[config.mk]
export PLATFORM = sky130hd
export DESIGN_NAME = i2c_ptr0_slave
export DESIGN_NICKNAME = d
export VERILOG_FILES = /design/src/rtl/i2c_ptr0_pkg.sv /design/src/rtl/i2c_ptr0_sampler.sv /design/src/rtl/i2c_ptr0_regbank.sv /design/src/rtl/i2c_ptr0_engine.sv /design/src/rtl/i2c_ptr0_slave.sv
export SDC_FILE = /design/constraint.sdc
export NUM_CORES = 1
export LEC_CHECK = 0
export BUFFER_PORTS_ARGS = -buffer_cell sky130_fd_sc_hd__buf_2
export CAP_MARGIN = 40
export CORE_ASPECT_RATIO = 0.6
export CORE_MARGIN = 2
export CORE_UTILIZATION = 54
export DETAILED_ROUTE_END_ITERATION = 10
export PLACE_DENSITY = 0.91
export SLEW_MARGIN = 20
export SYNTH_ARGS = -nofsm -noshare
export SYNTH_HDL_FRONTEND = slang
export SYNTH_SLANG_ARGS = --single-unit
[constraint.sdc]
create_clock -name clk -period 4.75 [get_ports clk]
set_input_delay 1.1875 -clock clk [delete_from_list [all_inputs] [get_ports clk]]
set_output_delay 1.1875 -clock clk [all_outputs]
set_load 0.1 [all_outputs]
[src/rtl/i2c_ptr0_pkg.sv]
package i2c_ptr0_pkg;
  timeunit 1ns; timeprecision 100ps;

  typedef enum logic [2:0] {
    ST_IDLE, ST_ADDR, ST_ADDR_ACK, ST_WR_DATA, ST_WR_ACK, ST_RD_DATA, ST_RD_ACK
  } phase_e;

  // true when the received byte carries this device's 7-bit address
  function automatic logic addr_hit(input logic [7:0] rx, input logic [4:0] hi,
                                    input logic [1:0] strap);
    return rx[7:1] == {hi, strap};
  endfunction
endpackage

[src/rtl/i2c_ptr0_sampler.sv]
module i2c_ptr0_sampler #(
  parameter int SYNC_STAGES = 2
) (
  input  logic clk,
  input  logic rst_n,
  input  logic scl_i,
  input  logic sda_i,
  output logic scl_s,
  output logic sda_s,
  output logic scl_rise,
  output logic scl_fall,
  output logic start_ev,
  output logic stop_ev
);
  timeunit 1ns; timeprecision 100ps;

  logic [1:0] raw, now, prev;
  assign raw = {scl_i, sda_i};

  for (genvar g = 0; g < 2; g++) begin : g_line
    logic [SYNC_STAGES:0] pipe;
    always_ff @(posedge clk or negedge rst_n) begin
      if (!rst_n) pipe <= '1;
      else        pipe <= {pipe[SYNC_STAGES-1:0], raw[g]};
    end
    assign now[g]  = pipe[SYNC_STAGES-1];
    assign prev[g] = pipe[SYNC_STAGES];
  end

  assign scl_s    = now[1];
  assign sda_s    = now[0];
  assign scl_rise = now[1] & ~prev[1];
  assign scl_fall = ~now[1] & prev[1];
  assign start_ev = now[1] & prev[1] & prev[0] & ~now[0];
  assign stop_ev  = now[1] & prev[1] & ~prev[0] & now[0];
endmodule

[src/rtl/i2c_ptr0_regbank.sv]
module i2c_ptr0_regbank #(
  parameter int NREG = 16,
  parameter int DW   = 8,
  localparam int PW  = $clog2(NREG)
) (
  input  logic             clk,
  input  logic             rst_n,
  input  logic             wr_en,
  input  logic [PW-1:0]    wr_idx,
  input  logic [DW-1:0]    wr_data,
  input  logic [PW-1:0]    rd_idx,
  input  logic [NREG*DW-1:0] stat_i,
  output logic [NREG*DW-1:0] ctrl_o,
  output logic [DW-1:0]    rd_data
);
  timeunit 1ns; timeprecision 100ps;

  for (genvar g = 0; g < NREG; g++) begin : g_reg
    always_ff @(posedge clk or negedge rst_n) begin
      if (!rst_n)                          ctrl_o[g*DW +: DW] <= '0;
      else if (wr_en && wr_idx == PW'(g))  ctrl_o[g*DW +: DW] <= wr_data;
    end
  end

  assign rd_data = stat_i[int'(rd_idx)*DW +: DW];


  wr_lands_chk: assert property (@(posedge clk) disable iff (!rst_n)
    wr_en |=> ctrl_o[int'($past(wr_idx))*DW +: DW] == $past(wr_data));
endmodule

[src/rtl/i2c_ptr0_engine.sv]
module i2c_ptr0_engine
  import i2c_ptr0_pkg::*;
#(
  parameter int         NREG    = 16,
  parameter logic [4:0] ADDR_HI = 5'b00011,
  localparam int        PW      = $clog2(NREG)
) (
  input  logic          clk,
  input  logic          rst_n,
  input  logic          scl_s,
  input  logic          sda_s,
  input  logic          scl_rise,
  input  logic          scl_fall,
  input  logic          start_ev,
  input  logic          stop_ev,
  input  logic [1:0]    strap_i,
  input  logic [7:0]    rd_data,
  output logic          sda_oe,
  output logic          wr_en,
  output logic [PW-1:0] reg_idx,
  output logic [7:0]    wr_data
);
  timeunit 1ns; timeprecision 100ps;

  function automatic logic [PW-1:0] step(input logic [PW-1:0] p);
    return (p == PW'(NREG-1)) ? '0 : p + 1'b1;
  endfunction

  phase_e        st;
  logic [2:0]    cnt;
  logic [7:0]    sh;
  logic          rw, ack_half;
  logic [PW-1:0] ptr;
  logic [7:0]    rx_byte;
  logic          last_bit, hit_ev, miss_ev;

  assign rx_byte  = {sh[6:0], sda_s};
  assign last_bit = scl_rise && (cnt == 3'd7);
  assign hit_ev   = (st == ST_ADDR) && last_bit && addr_hit(rx_byte, ADDR_HI, strap_i);
  assign miss_ev  = (st == ST_ADDR) && last_bit && !hit_ev;
  assign wr_en    = (st == ST_WR_DATA) && last_bit;
  assign wr_data  = rx_byte;
  assign reg_idx  = ptr;

  always_ff @(posedge clk or negedge rst_n) begin
    if (!rst_n) begin
      st <= ST_IDLE; cnt <= '0; sh <= '0; rw <= 1'b0;
      ack_half <= 1'b0; ptr <= '0; sda_oe <= 1'b0;
    end else if (start_ev) begin
      st <= ST_ADDR; cnt <= '0; sda_oe <= 1'b0;
    end else if (stop_ev) begin
      st <= ST_IDLE; sda_oe <= 1'b0;
    end else begin
      case (st)
        ST_ADDR: if (scl_rise) begin
          sh  <= rx_byte;
          cnt <= cnt + 3'd1;
          if (cnt == 3'd7) begin
            if (hit_ev) begin
              st <= ST_ADDR_ACK; rw <= sda_s; ptr <= '0; ack_half <= 1'b0;
            end else begin
              st <= ST_IDLE;
            end
          end
        end
        ST_ADDR_ACK, ST_WR_ACK: if (scl_fall) begin
          if (!ack_half) begin
            sda_oe <= 1'b1; ack_half <= 1'b1;
          end else begin
            ack_half <= 1'b0; cnt <= '0;
            if (st == ST_ADDR_ACK && rw) begin
              sh <= rd_data; sda_oe <= ~rd_data[7]; st <= ST_RD_DATA;
            end else begin
              sda_oe <= 1'b0; st <= ST_WR_DATA;
            end
          end
        end
        ST_WR_DATA: if (scl_rise) begin
          sh  <= rx_byte;
          cnt <= cnt + 3'd1;
          if (cnt == 3'd7) begin
            ptr <= step(ptr); st <= ST_WR_ACK; ack_half <= 1'b0;
          end
        end
        ST_RD_DATA: if (scl_fall) begin
          if (cnt == 3'd7) begin
            sda_oe <= 1'b0; ptr <= step(ptr); st <= ST_RD_ACK;
          end else begin
            sh <= {sh[6:0], 1'b0}; sda_oe <= ~sh[6]; cnt <= cnt + 3'd1;
          end
        end
        ST_RD_ACK: begin
          if (scl_rise && sda_s) begin
            st <= ST_IDLE;
          end else if (scl_fall) begin
            sh <= rd_data; sda_oe <= ~rd_data[7]; cnt <= '0; st <= ST_RD_DATA;
          end
        end
        default: ;
      endcase
    end
  end


  oe_low_scl_chk: assert property (@(posedge clk) disable iff (!rst_n)
    (sda_oe != $past(sda_oe)) |-> !scl_s);

  ptr_zero_chk: assert property (@(posedge clk) disable iff (!rst_n)
    hit_ev |=> (ptr == '0));

  ptr_wrap_chk: assert property (@(posedge clk) disable iff (!rst_n)
    wr_en |=> ((ptr == '0) == ($past(ptr) == PW'(NREG-1))));

  stop_idle_chk: assert property (@(posedge clk) disable iff (!rst_n)
    stop_ev |=> (st == ST_IDLE && !sda_oe));

  start_addr_chk: assert property (@(posedge clk) disable iff (!rst_n)
    start_ev |=> (st == ST_ADDR && cnt == 3'd0));

  miss_quiet_chk: assert property (@(posedge clk) disable iff (!rst_n)
    miss_ev |=> (st == ST_IDLE && !sda_oe));
endmodule

[src/rtl/i2c_ptr0_slave.sv]
module i2c_ptr0_slave #(
  parameter int         NREG        = 16,
  parameter logic [4:0] ADDR_HI     = 5'b00011,
  parameter int         SYNC_STAGES = 2,
  localparam int        DW          = 8,
  localparam int        PW          = $clog2(NREG)
) (
  input  logic               clk,
  input  logic               rst_n,
  input  logic               scl_i,
  input  logic               sda_i,
  input  logic [1:0]         strap_i,
  input  logic [NREG*DW-1:0] stat_i,
  output logic               sda_oe_o,
  output logic [NREG*DW-1:0] ctrl_o
);
  timeunit 1ns; timeprecision 100ps;

  logic scl_s, sda_s, scl_rise, scl_fall, start_ev, stop_ev;
  logic wr_en;
  logic [PW-1:0] reg_idx;
  logic [DW-1:0] wr_data, rd_data;

  i2c_ptr0_sampler #(.SYNC_STAGES(SYNC_STAGES)) u_smp (
    .clk(clk), .rst_n(rst_n), .scl_i(scl_i), .sda_i(sda_i),
    .scl_s(scl_s), .sda_s(sda_s), .scl_rise(scl_rise), .scl_fall(scl_fall),
    .start_ev(start_ev), .stop_ev(stop_ev));

  i2c_ptr0_engine #(.NREG(NREG), .ADDR_HI(ADDR_HI)) u_eng (
    .clk(clk), .rst_n(rst_n), .scl_s(scl_s), .sda_s(sda_s),
    .scl_rise(scl_rise), .scl_fall(scl_fall), .start_ev(start_ev), .stop_ev(stop_ev),
    .strap_i(strap_i), .rd_data(rd_data), .sda_oe(sda_oe_o),
    .wr_en(wr_en), .reg_idx(reg_idx), .wr_data(wr_data));

  i2c_ptr0_regbank #(.NREG(NREG), .DW(DW)) u_bank (
    .clk(clk), .rst_n(rst_n), .wr_en(wr_en), .wr_idx(reg_idx), .wr_data(wr_data),
    .rd_idx(reg_idx), .stat_i(stat_i), .ctrl_o(ctrl_o), .rd_data(rd_data));
endmodule

==> results.md, run 1 <==
* Run status: completed
* Syn. warnings at 0
* Most common cell in the synthesized netlist: dfrtp_1
* Layout Cells excl Fill at 1012
* H-tree Lvls at 4
* Vias per cell at 5.745
* Hold path cells at 0
* EDFF count, synth at 0
* Synth area leader: dfrtp_1
* Top-area cell type share of the netlist area at 48.98%
* Clk Latency, worst-skew pair at 0.41 ns
* Post-synthesis sequential area ratio at 51.07%
* Diodes inserted at 0
* Per-cell routed wire length at 20.85 um
* Die area at 14990 um^2
* Top post-synthesis cells by count: dfrtp_1 (148), mux2_2 (123), mux4_2 (30), nand2_1 (25), clkbuf_1 (23)
* DP Area at 9020 um^2
* Worst slew pin tran at 0.8567 ns
* CTS tree: yes
* Wirelength, routed at 21100 um
* Pre-antenna DRT Iters at 5
* Port bufs at 262
* DRC at 0
* Clock slew seen by the registers of the worst setup and hold paths at 0.07 ns
* Gpl congestion at 0.9932
* Crit Path Category: reg -> reg
* Cts bufs inserted at 17
* Clock Sinks at 154
* Setup TNS at 0 ns
* Root buffer cell: clkbuf_16
* Count of different cell masters after synthesis at 59
* Global-route wire length before repair at 32720 um
* WHS at 0.3560 ns
* Max cap viols at 0
* Ys async rst share at 100.0%
* FF+latch count, synth at 154
* Final setup fails at 0
* FILL cells at 944
* Worst slew margin at 42.88%
* Final #Nets at 947
* Min Tclk post-route at 2.584 ns
* Endpoint class of the critical path: flop
* Setup Skew at 0.009338 ns
* Postcts setup bufs at 0
* # rows at 33
* Peak supply drop at 0.2204 mV
* Leak at 0.005236 uW
* Fmax at 387.0 MHz
* PwrDens at 375.7 nW/um^2
* Critical path arrival at 2.88 ns
* Synth area leaders: dfrtp_1 (49%), mux2_2 (18%), mux4_2 (8.9%)
* Final ANT Viol Nets at 0
* All-layer global routing usage at 29.19%
* Post-CTS Hold Buffers at 0
* Vias at 5814
* Starting Density at 55.32%
* RSZ-0062 raised after global routing: false
* Crit-path max FO at 28
* Mapped Cells at 558
* Post-detail-place hpwl at 15780 um
* # IOs at 263
* Worst EP required at 5.05 ns
* Crit share post-route at 54.41%
* Core area at 13670 um^2
* Share of cells above drive strength 1 at 59.63%
* Die width at 156.8 um
* Slew Viols, Final at 0
* Largest net degree at the start of global routing at 52
* Initial antenna violation count at 0
* Mean Syn Cell Area at 13.55 um^2
* Kind of start point of the critical path: flop
* Core Util, Final at 70.37%
* Final hold vios at 0
* Post-route cell area at 9618 um^2
* Synth-to-Final Area Change at 27.20%
* Congestion Overflow GR at 0
* Die height at 95.66 um
* Most used DFF post-synth: dfrtp_1
* Syn nets at 698
* # resized after CTS at 0
* 1st-iter DRT viols at 478
* Reg2Reg Depth at 5
* Deepest clock path buffer count at 2
* HP Class: reg -> reg
* Number of global-route vias before repair at 5692
* Placed cells at 978
* Cell area after synthesis at 7561 um^2
[final cells by class]
cell class	count	area, um^2	area share [%]
Timing Repair Buffer	271	1433	14.90
Sequential cell	154	3862	40.16
Clock buffer	19	452.9	4.709
Multi-Input combinational cell	351	3475	36.13
Inverter	12	45.04	0.4683
Clock inverter	13	110.1	1.145
Tap cell	192	240.2	2.498
[cell usage in the layout (no fill, tap or decap), drive strengths merged, types with 2 or more instances in the layout]
master / n
a21oi: 11
a22o: 2
a22oi: 7
a311oi: 3
a31oi: 3
and2: 6
buf: 271
clkbuf: 19
clkinv: 3
clkinvlp: 4
dfrtp: 148
dfstp: 6
ha: 6
inv: 18
mux2: 132
mux2i: 20
mux4: 32
nand2: 41
nand2b: 7
nand3: 4
nand4: 3
nor2: 11
nor2b: 8
nor3: 5
nor3b: 2
nor4b: 2
o21a: 3
o21ai: 17
or2: 2
or3: 2
xnor2: 3
[registers in the layout, indices dropped and copies added (netlist names)]
register and count:
u_eng.reg_idx 4, u_eng.sh 7, u_eng.sda_oe 1, u_eng.cnt 3, u_smp.g_line.pipe 6, u_eng.rw 1
u_bank.ctrl_o 128, u_eng.ack_half 1, u_eng.st 3
[kinds of logic (layout without fill, tap and decap cells)]
kind of cell | Yosys count | after routing | synth area share, %
fa+ha+maj | 6 | 6 | 0.9929
compound gates | 61 | 61 | 5.776
flops | 154 | 154 | 51.07
xor+xnor | 4 | 4 | 0.4634
simple gates | 96 | 96 | 6.735
mux | 184 | 184 | 31.99
buf+inv | 53 | 315 | 2.979
[per-layer routing]
metal	part of all wire [%]	vias to the layer above	routed length (um)	global-route usage [%]
met5	0	-	0	0
met4	0.53	0	111	5.505
met3	10	15	2128	8.455
met2	43	290	9169	42.80
met1	46	2971	9690	43.62
li1	-	2538	-	-
[critical path, cell delays in order (launching register included)]
cell and delay (ns):
dfrtp_1 0.87, o21a_1 0.28, a211o_1 0.22, o311ai_2 0.21, a211oi_4 0.50, mux2_2 0.39
[stage by stage]
step	setup slack (ns)	total power [uW]
finish	2.166	3614
global route	2.077	3766
CTS	2.215	3593
detailed placement	2.084	2321
global placement	2.118	2286
floorplan	2.254	2022
[final timing paths]
check	from	end	slack, ns
worst max-delay path	u_eng.st[1]	u_eng.sh[0]	2.17
worst min-delay path	u_smp.g_line[1].pipe[0]	u_smp.g_line[1].pipe[1]	0.36
worst max register to register	u_eng.st[1]	u_eng.sh[0]	2.17
worst min register to register	u_smp.g_line[1].pipe[0]	u_smp.g_line[1].pipe[1]	0.36
max in group asynchronous	rst_n	u_smp.g_line[0].pipe[0]	2.93
min in group asynchronous	rst_n	u_bank.ctrl_o[35]	0.71
[report_power, final]
| group | internal [uW] | leakage [uW] | switching (uW) |
|---|---|---|---|
| Combinational | 383 | 0.00287 | 406 |
| Clock | 711 | 0.000267 | 572 |
| Sequential | 1350 | 0.00210 | 187 |
Power figures use the tool's default switching activity.
==> run 2: changes to the inputs <==
CORE_UTILIZATION = 51   (was 54)
PLACE_DENSITY = 0.87   (was 0.91)
clock period = 2.5 ns   (was 4.75 ns; I/O delays follow)
==> run 2 against run 1 <==
  * Flip-flop and latch count stayed put
  * Maximum frequency increased by 13%
  * Critical path type unchanged
  * Largest cell class unchanged
  * Final cell count increased by 2.2%
  * Core utilization is 3.3 points lower
  * Cell area up 1.1%
  * Clock skew up 0.0011 ns
  * Die area grew 5.7%
  * Worst setup slack got worse by 1.9 ns
  * Register-to-register slack lost 1.9 ns
  * Count of clock-buffer cells in the layout decreased by 2
  * Clock power is 88% higher
==> results.md, run 2 (synthesis gave the netlist of run 1 again) <==
* Worst slew pin tran at 0.6918 ns (-0.1650 ns)
* Slew Viols, Final at 0 (unchanged)
* Most used cell, CP: ha_1
* Setup Skew at 0.01039 ns (+0.001050 ns)
* Worst slew margin at 53.71% (+11 points)
* Initial antenna violation count at 0 (unchanged)
* Gpl congestion at 0.9926 (about the same)
* DRC at 0 (unchanged)
* Crit share post-route at 91.30% (+37 points)
* Die width at 161.2 um (+2.8%)
* Post-detail-place hpwl at 15920 um (+0.86%)
* Congestion Overflow GR at 0 (unchanged)
* Reg2Reg Depth at 7 (+2)
* Global-route wire length before repair at 33600 um (+2.7%)
* Root buffer cell: clkbuf_16
* Postcts setup bufs at 0 (unchanged)
* Register share of total power at 39.1% (-3.6 points)
* Port bufs at 262 (unchanged)
* DP Worst Slack at 0.2203 ns (-1.864 ns)
* # resized after CTS at 0 (unchanged)
* Slowest cell on crit path: dfrtp_1
* Pre-antenna DRT Iters at 4 (-1)
* Die area at 15850 um^2 (+5.7%)
* Combinational Power Share at 25.9% (+4.1 points)
* Leak at 0.005316 uW (+1.5%)
* Endpoint class of the critical path: flop
* R2R Setup Slk at 0.22 ns (-1.95 ns)
* Largest register FFs at 128 (unchanged)
* Sw frac at 32.38% (+0.15 points)
* Worst EP required at 2.79 ns (-2.26 ns)
* Core area at 14510 um^2 (+6.1%)
* Min Tclk post-route at 2.282 ns (-0.3019 ns)
* Commonest non-fill, non-tap cell in the layout: buf_2
* Synth-to-Final Area Change at 28.64%
* Max cap viols at 0 (unchanged)
* Fmax at 438.1 MHz (+13%)
* Sw Pwr at 2231 uW (+92%)
* # IOs at 263 (unchanged)
* Clock Sinks at 154 (unchanged)
* Post-CTS Hold Buffers at 0 (unchanged)
* CTS tree: yes
* Biggest registers after layout: u_bank.ctrl_o x128, u_eng.sh x7, u_smp.g_line.pipe x6
* Reg-to-Reg Start: u_eng.cnt[0]
* Peak supply drop at 0.3488 mV (+58%)
* Top delay family on crit path: simple AND/OR/NAND/NOR gates
* All-layer global routing usage at 27.39% (-1.8 points)
* Starting Density at 52.12% (-3.2 points)
* Setup TNS at 0 ns (unchanged)
* Kind of start point of the critical path: flop
* Vias at 5859 (+0.77%)
* Final hold vios at 0 (unchanged)
* Critical path buffer and inverter count at 0 (unchanged)
* Vias per cell at 5.666 (-1.4%)
* HP Class: in -> async
* Internal power at 4658 uW (+90%)
* Wirelength, routed at 21010 um (-0.41%)
* Final ANT Viol Nets at 0 (unchanged)
* Crit Path Category: reg -> reg
* Diodes inserted at 0 (unchanged)
* Reg2reg end: u_bank.ctrl_o[78]
* Run status: completed
* Largest Register: u_bank.ctrl_o
* Clock network fraction of total power at 34.9% (-0.6 points)
* Largest net degree at the start of global routing at 51 (-1.9%)
* Clock slew seen by the registers of the worst setup and hold paths at 0.07 ns (about the same)
* Cell breakdown of the critical path: ha_1 -> ha_1 -> and3b_1 -> and3_1 -> and2_1 -> nand2_2 -> mux2_2
* Clk Latency, worst-skew pair at 0.41 ns (about the same)
* Final setup fails at 0 (unchanged)
* Deepest clock path buffer count at 2 (unchanged)
* Number of global-route vias before repair at 5976 (+5.0%)
* RSZ-0062 raised after global routing: false
* H-tree Lvls at 4 (unchanged)
* Die height at 98.32 um (+2.8%)
* PwrDens at 708.2 nW/um^2 (+88%)
* 1st-iter DRT viols at 550 (+15%)
* Most frequent cells in the layout: buf_2 (261), dfrtp_1 (147), mux2_2 (123), mux4_2 (30), nand2_1 (25)
* Slowest stage delay, CP at 0.40 ns (-0.47 ns)
* Share of cells above drive strength 1 at 60.41% (+0.77 points)
* Final setup margin at 0.2176 ns (-1.948 ns)
* Final #Nets at 963 (+1.7%)
* Cts bufs inserted at 17 (unchanged)
* Critical path arrival at 2.57 ns (-0.31 ns)
* # rows at 34 (+3.0%)
* Crit-path max FO at 8 (-71%)
* Per-cell routed wire length at 20.32 um (-2.5%)
==> run 2: metrics by stage <==
step | total power [uW] | area, um^2 | hold WS (ns) | cells | util (%)
floorplan | 3842 | 7561 | 0.3294 | 558 | -
global placement | 4475 | 9173 | 0.3458 | 1002 | 63.23
detailed placement | 4509 | 9173 | 0.3468 | 1002 | 63.23
CTS | 6909 | 9727 | 0.1304 | 1034 | 67.05
global route | 7199 | 9727 | 0.1460 | 1034 | 67.05
finish | 6889 | 9727 | 0.1211 | 1034 | 67.05
==> run 2: layer usage <==
metal	GRT usage (%)	wire length [um]	up-vias	part of all wire, %
met5	0	0	-	0
met4	5.632	203	0	0.97
met3	6.712	1601	21	7.6
met2	40.81	9372	227	45
met1	41.12	9836	3031	47
li1	-	-	2580	-
==> run 2: worst register-to-register path, delay by kind of cell (launching register included) <==
family / cells / cell delay (ns)
muxes: 1 / 0.37
and+or+nand+nor: 4 / 0.95
adders and majority gates: 2 / 0.45
DFF: 1 / 0.40
==> run 2: cell type report <==
class                           count  area [um^2]
Clock inverter                     15        128.9
Multi-Input combinational cell    351         3475
Tap cell                          198        247.7
Timing Repair Buffer              287         1543
Fill cell                        1073         4780
Clock buffer                       17        425.4
Inverter                           12        45.04
Sequential cell                   154         3862
==> run 2: power groups by stage <==
stage	Sequential (uW)	Clock, uW	Combinational (uW)
2_1_floorplan	2670	0	1170
3_3_place_gp	2730	0	1740
3_5_place_dp	2740	0	1770
4_1_cts	2690	2440	1780
5_1_grt	2710	2560	1930
6_report	2700	2410	1790
==> run 2: how the worst max path moves through the flow <==
stage	slack [ns]	start	cells after the start	end
global route	0.09	u_eng.cnt[0]	7	u_bank.ctrl_o[73]
global placement	0.29	u_eng.cnt[0]	7	u_bank.ctrl_o[79]
detailed placement	0.22	u_eng.cnt[0]	7	u_bank.ctrl_o[80]
floorplan	0.43	u_eng.cnt[0]	7	u_eng.sh[0]
CTS	0.22	u_eng.cnt[0]	7	u_bank.ctrl_o[80]
finish	0.22	u_eng.cnt[0]	7	u_bank.ctrl_o[78]
==> run 3: changes to the inputs <==
CORE_ASPECT_RATIO = 0.9   (was 0.6)
PLACE_DENSITY = not set   (was 0.87)
PLACE_DENSITY_LB_ADDON = 0.2   (was not set)
==> run 3 against run 2 <==
  * Power fell by 0.87%
  * Combinational power is essentially flat
  * Die area shrank 0.19%
  * Register-to-register slack better by 0.04 ns
  * Worst hold slack improved by 0.0027 ns
  * Clock skew decreased by 0.0026 ns
  * First-iteration DRC count shrank 45%
  * Largest power group unchanged
  * Final cell count did not move
  * Via count shrank 1.8%
  * Clock power about the same
==> results.md, run 3 (synthesis gave the netlist of run 1 again) <==
* Peak supply drop at 0.5032 mV (+44%)
* Sw frac at 30.16% (-2.2 points)
* Number of global-route vias before repair at 6044 (+1.1%)
* Sw Pwr at 2060 uW (-7.7%)
* Root buffer cell: clkbuf_16
* Final hold vios at 0 (unchanged)
* WHS at 0.1238 ns (+0.002715 ns)
* Fmax at 445.9 MHz (+1.8%)
* Core area at 14610 um^2 (+0.71%)
* Final setup fails at 0 (unchanged)
* Synth-to-Final Area Change at 28.33%
* Congestion Overflow GR at 0 (unchanged)
* Internal power at 4769 uW (+2.4%)
* Vias per cell at 5.562 (-1.8%)
* Clock network fraction of total power at 35.0% (about the same)
* Worst slew margin at 55.21% (+1.5 points)
* Kind of start point of the critical path: flop
* Run status: completed
* H-tree Lvls at 4 (unchanged)
* Final #Nets at 964 (+0.10%)
* Clk Latency, worst-skew pair at 0.42 ns (about the same)
* Largest register FFs at 128 (unchanged)
* Post-detail-place hpwl at 15950 um (+0.22%)
* Crit-path max FO at 8 (unchanged)
* PwrDens at 703.7 nW/um^2 (-0.63%)
* Largest Register: u_bank.ctrl_o
* DP Worst Slack at 0.2804 ns (+0.06015 ns)
* Endpoint class of the critical path: flop
* Final setup margin at 0.2573 ns (+0.03971 ns)
* Worst slew pin tran at 0.6694 ns (-0.02233 ns)
* Total Power at 6828 uW (-0.87%)
* R2R Setup Slk at 0.26 ns (+0.04 ns)
* Combinational Power Share at 25.8% (about the same)
* Die area at 15820 um^2 (-0.19%)
* Crit share post-route at 89.71% (-1.6 points)
* # IOs at 263 (unchanged)
* Wirelength, routed at 20940 um (-0.36%)
* Commonest non-fill, non-tap cell in the layout: buf_2
* Postcts setup bufs at 0 (unchanged)
* Core Util, Final at 66.42% (-0.63 points)
* Cts bufs inserted at 17 (unchanged)
* Pre-antenna DRT Iters at 4 (unchanged)
* Vias at 5751 (-1.8%)
* Final ANT Viol Nets at 0 (unchanged)
* RSZ-0062 raised after global routing: false
* Worst EP required at 2.80 ns (about the same)
* Initial antenna violation count at 2 (+2)
* Deepest clock path buffer count at 2 (unchanged)
* Gpl congestion at 0.8954 (-9.8%)
* Clock slew seen by the registers of the worst setup and hold paths at 0.06 ns (about the same)
* HP Class: in -> async
* Per-cell routed wire length at 20.25 um (-0.36%)
* Die height at 119.5 um (+22%)
* Post-CTS Hold Buffers at 0 (unchanged)
* Starting Density at 51.76% (-0.37 points)
* CTS tree: yes
* Critical path arrival at 2.54 ns (-0.03 ns)
* Leak at 0.005304 uW (-0.24%)
* Slew Viols, Final at 0 (unchanged)
* Setup Skew at 0.007747 ns (-0.002641 ns)
* Largest net degree at the start of global routing at 57 (+12%)
* Global-route wire length before repair at 32890 um (-2.1%)
* Most frequent cells in the layout: buf_2 (261), dfrtp_1 (147), mux2_2 (123), mux4_2 (30)
* 1st-iter DRT viols at 305 (-45%)
* Crit Path Category: reg -> reg
* Max cap viols at 0 (unchanged)
* Setup TNS at 0 ns (unchanged)
* Clock Sinks at 154 (unchanged)
* DRC at 0 (unchanged)
* Port bufs at 262 (unchanged)
* Share of cells above drive strength 1 at 60.07% (-0.33 points)
* Die width at 132.3 um (-18%)
* Min Tclk post-route at 2.243 ns (-0.03971 ns)
* # rows at 42 (+24%)
* Register share of total power at 39.2% (about the same)
* # resized after CTS at 0 (unchanged)
* All-layer global routing usage at 27.28% (-0.11 points)
* Biggest registers after layout: u_bank.ctrl_o x128, u_eng.sh x7, u_smp.g_line.pipe x6
run 3: changes by cell type in the layout (fill, tap and decap cells not counted), moves of 2 or more:
cell | previous run | this run
buf_12 | 3 | 1
buf_4 | 22 | 25
clkbuf_1 | 0 | 2
clkbuf_8 | 0 | 3
clkinv_4 | 2 | 0
diode_2 | 0 | 2
inv_6 | 6 | 1
inv_8 | 3 | 0
run 3: layout make-up:
type	instances	area [um^2]
Sequential cell	154	3862
Multi-Input combinational cell	351	3475
Inverter	12	45.04
Clock inverter	7	68.82
Clock buffer	22	474.2
Timing Repair Buffer	288	1525
Tap cell	198	247.7
Antenna cell	2	5.005
Fill cell	1133	4906
run 3: per-layer routing:
| layer | wire [um] | vias to the layer above | global-route usage (%) | share of wire, % |
|---|---|---|---|---|
| met2 | 10420 | 273 | 45.53 | 50 |
| met5 | 0 | - | 0 | 0 |
| met3 | 1330 | 35 | 5.661 | 6.4 |
| li1 | - | 2576 | - | - |
| met1 | 8568 | 2867 | 34.35 | 41 |
| met4 | 619 | 0 | 12.77 | 3.0 |
run 3: worst paths after layout:
kind / from / cells after the start / endpoint
setup / recovery: u_eng.cnt[0] / 7 / u_bank.ctrl_o[87]
hold / removal: rst_n / 1 / u_bank.ctrl_o[21]
setup reg to reg: u_eng.cnt[0] / 7 / u_bank.ctrl_o[87]
hold reg to reg: u_smp.g_line[0].pipe[0] / 0 / u_smp.g_line[0].pipe[1]
max in group asynchronous: rst_n / 2 / u_smp.g_line[0].pipe[1]
min in group clk: sda_i / 1 / u_smp.g_line[0].pipe[0]
run 3: worst max-delay path: stages, from the launching register on:
cell and delay, ns:
dfrtp_1 0.40, ha_1 0.21, ha_1 0.24, and3b_1 0.22, and3_1 0.20, and2_1 0.23
nand2_2 0.24, mux2_2 0.37
run 3: stage by stage:
step                instances  area (um^2)
floorplan                 558         7561
global placement         1003         9155
detailed placement       1003         9155
CTS                      1032         9698
global route             1034         9703
finish                   1034         9703
run 3: power groups by stage:
stage,combinational (uW),clock (uW),sequential (uW)
2_1_floorplan,1170,0,2670
3_3_place_gp,1740,0,2710
3_5_place_dp,1770,0,2720
4_1_cts,1770,2420,2670
5_1_grt,1900,2530,2680
6_report,1760,2390,2680
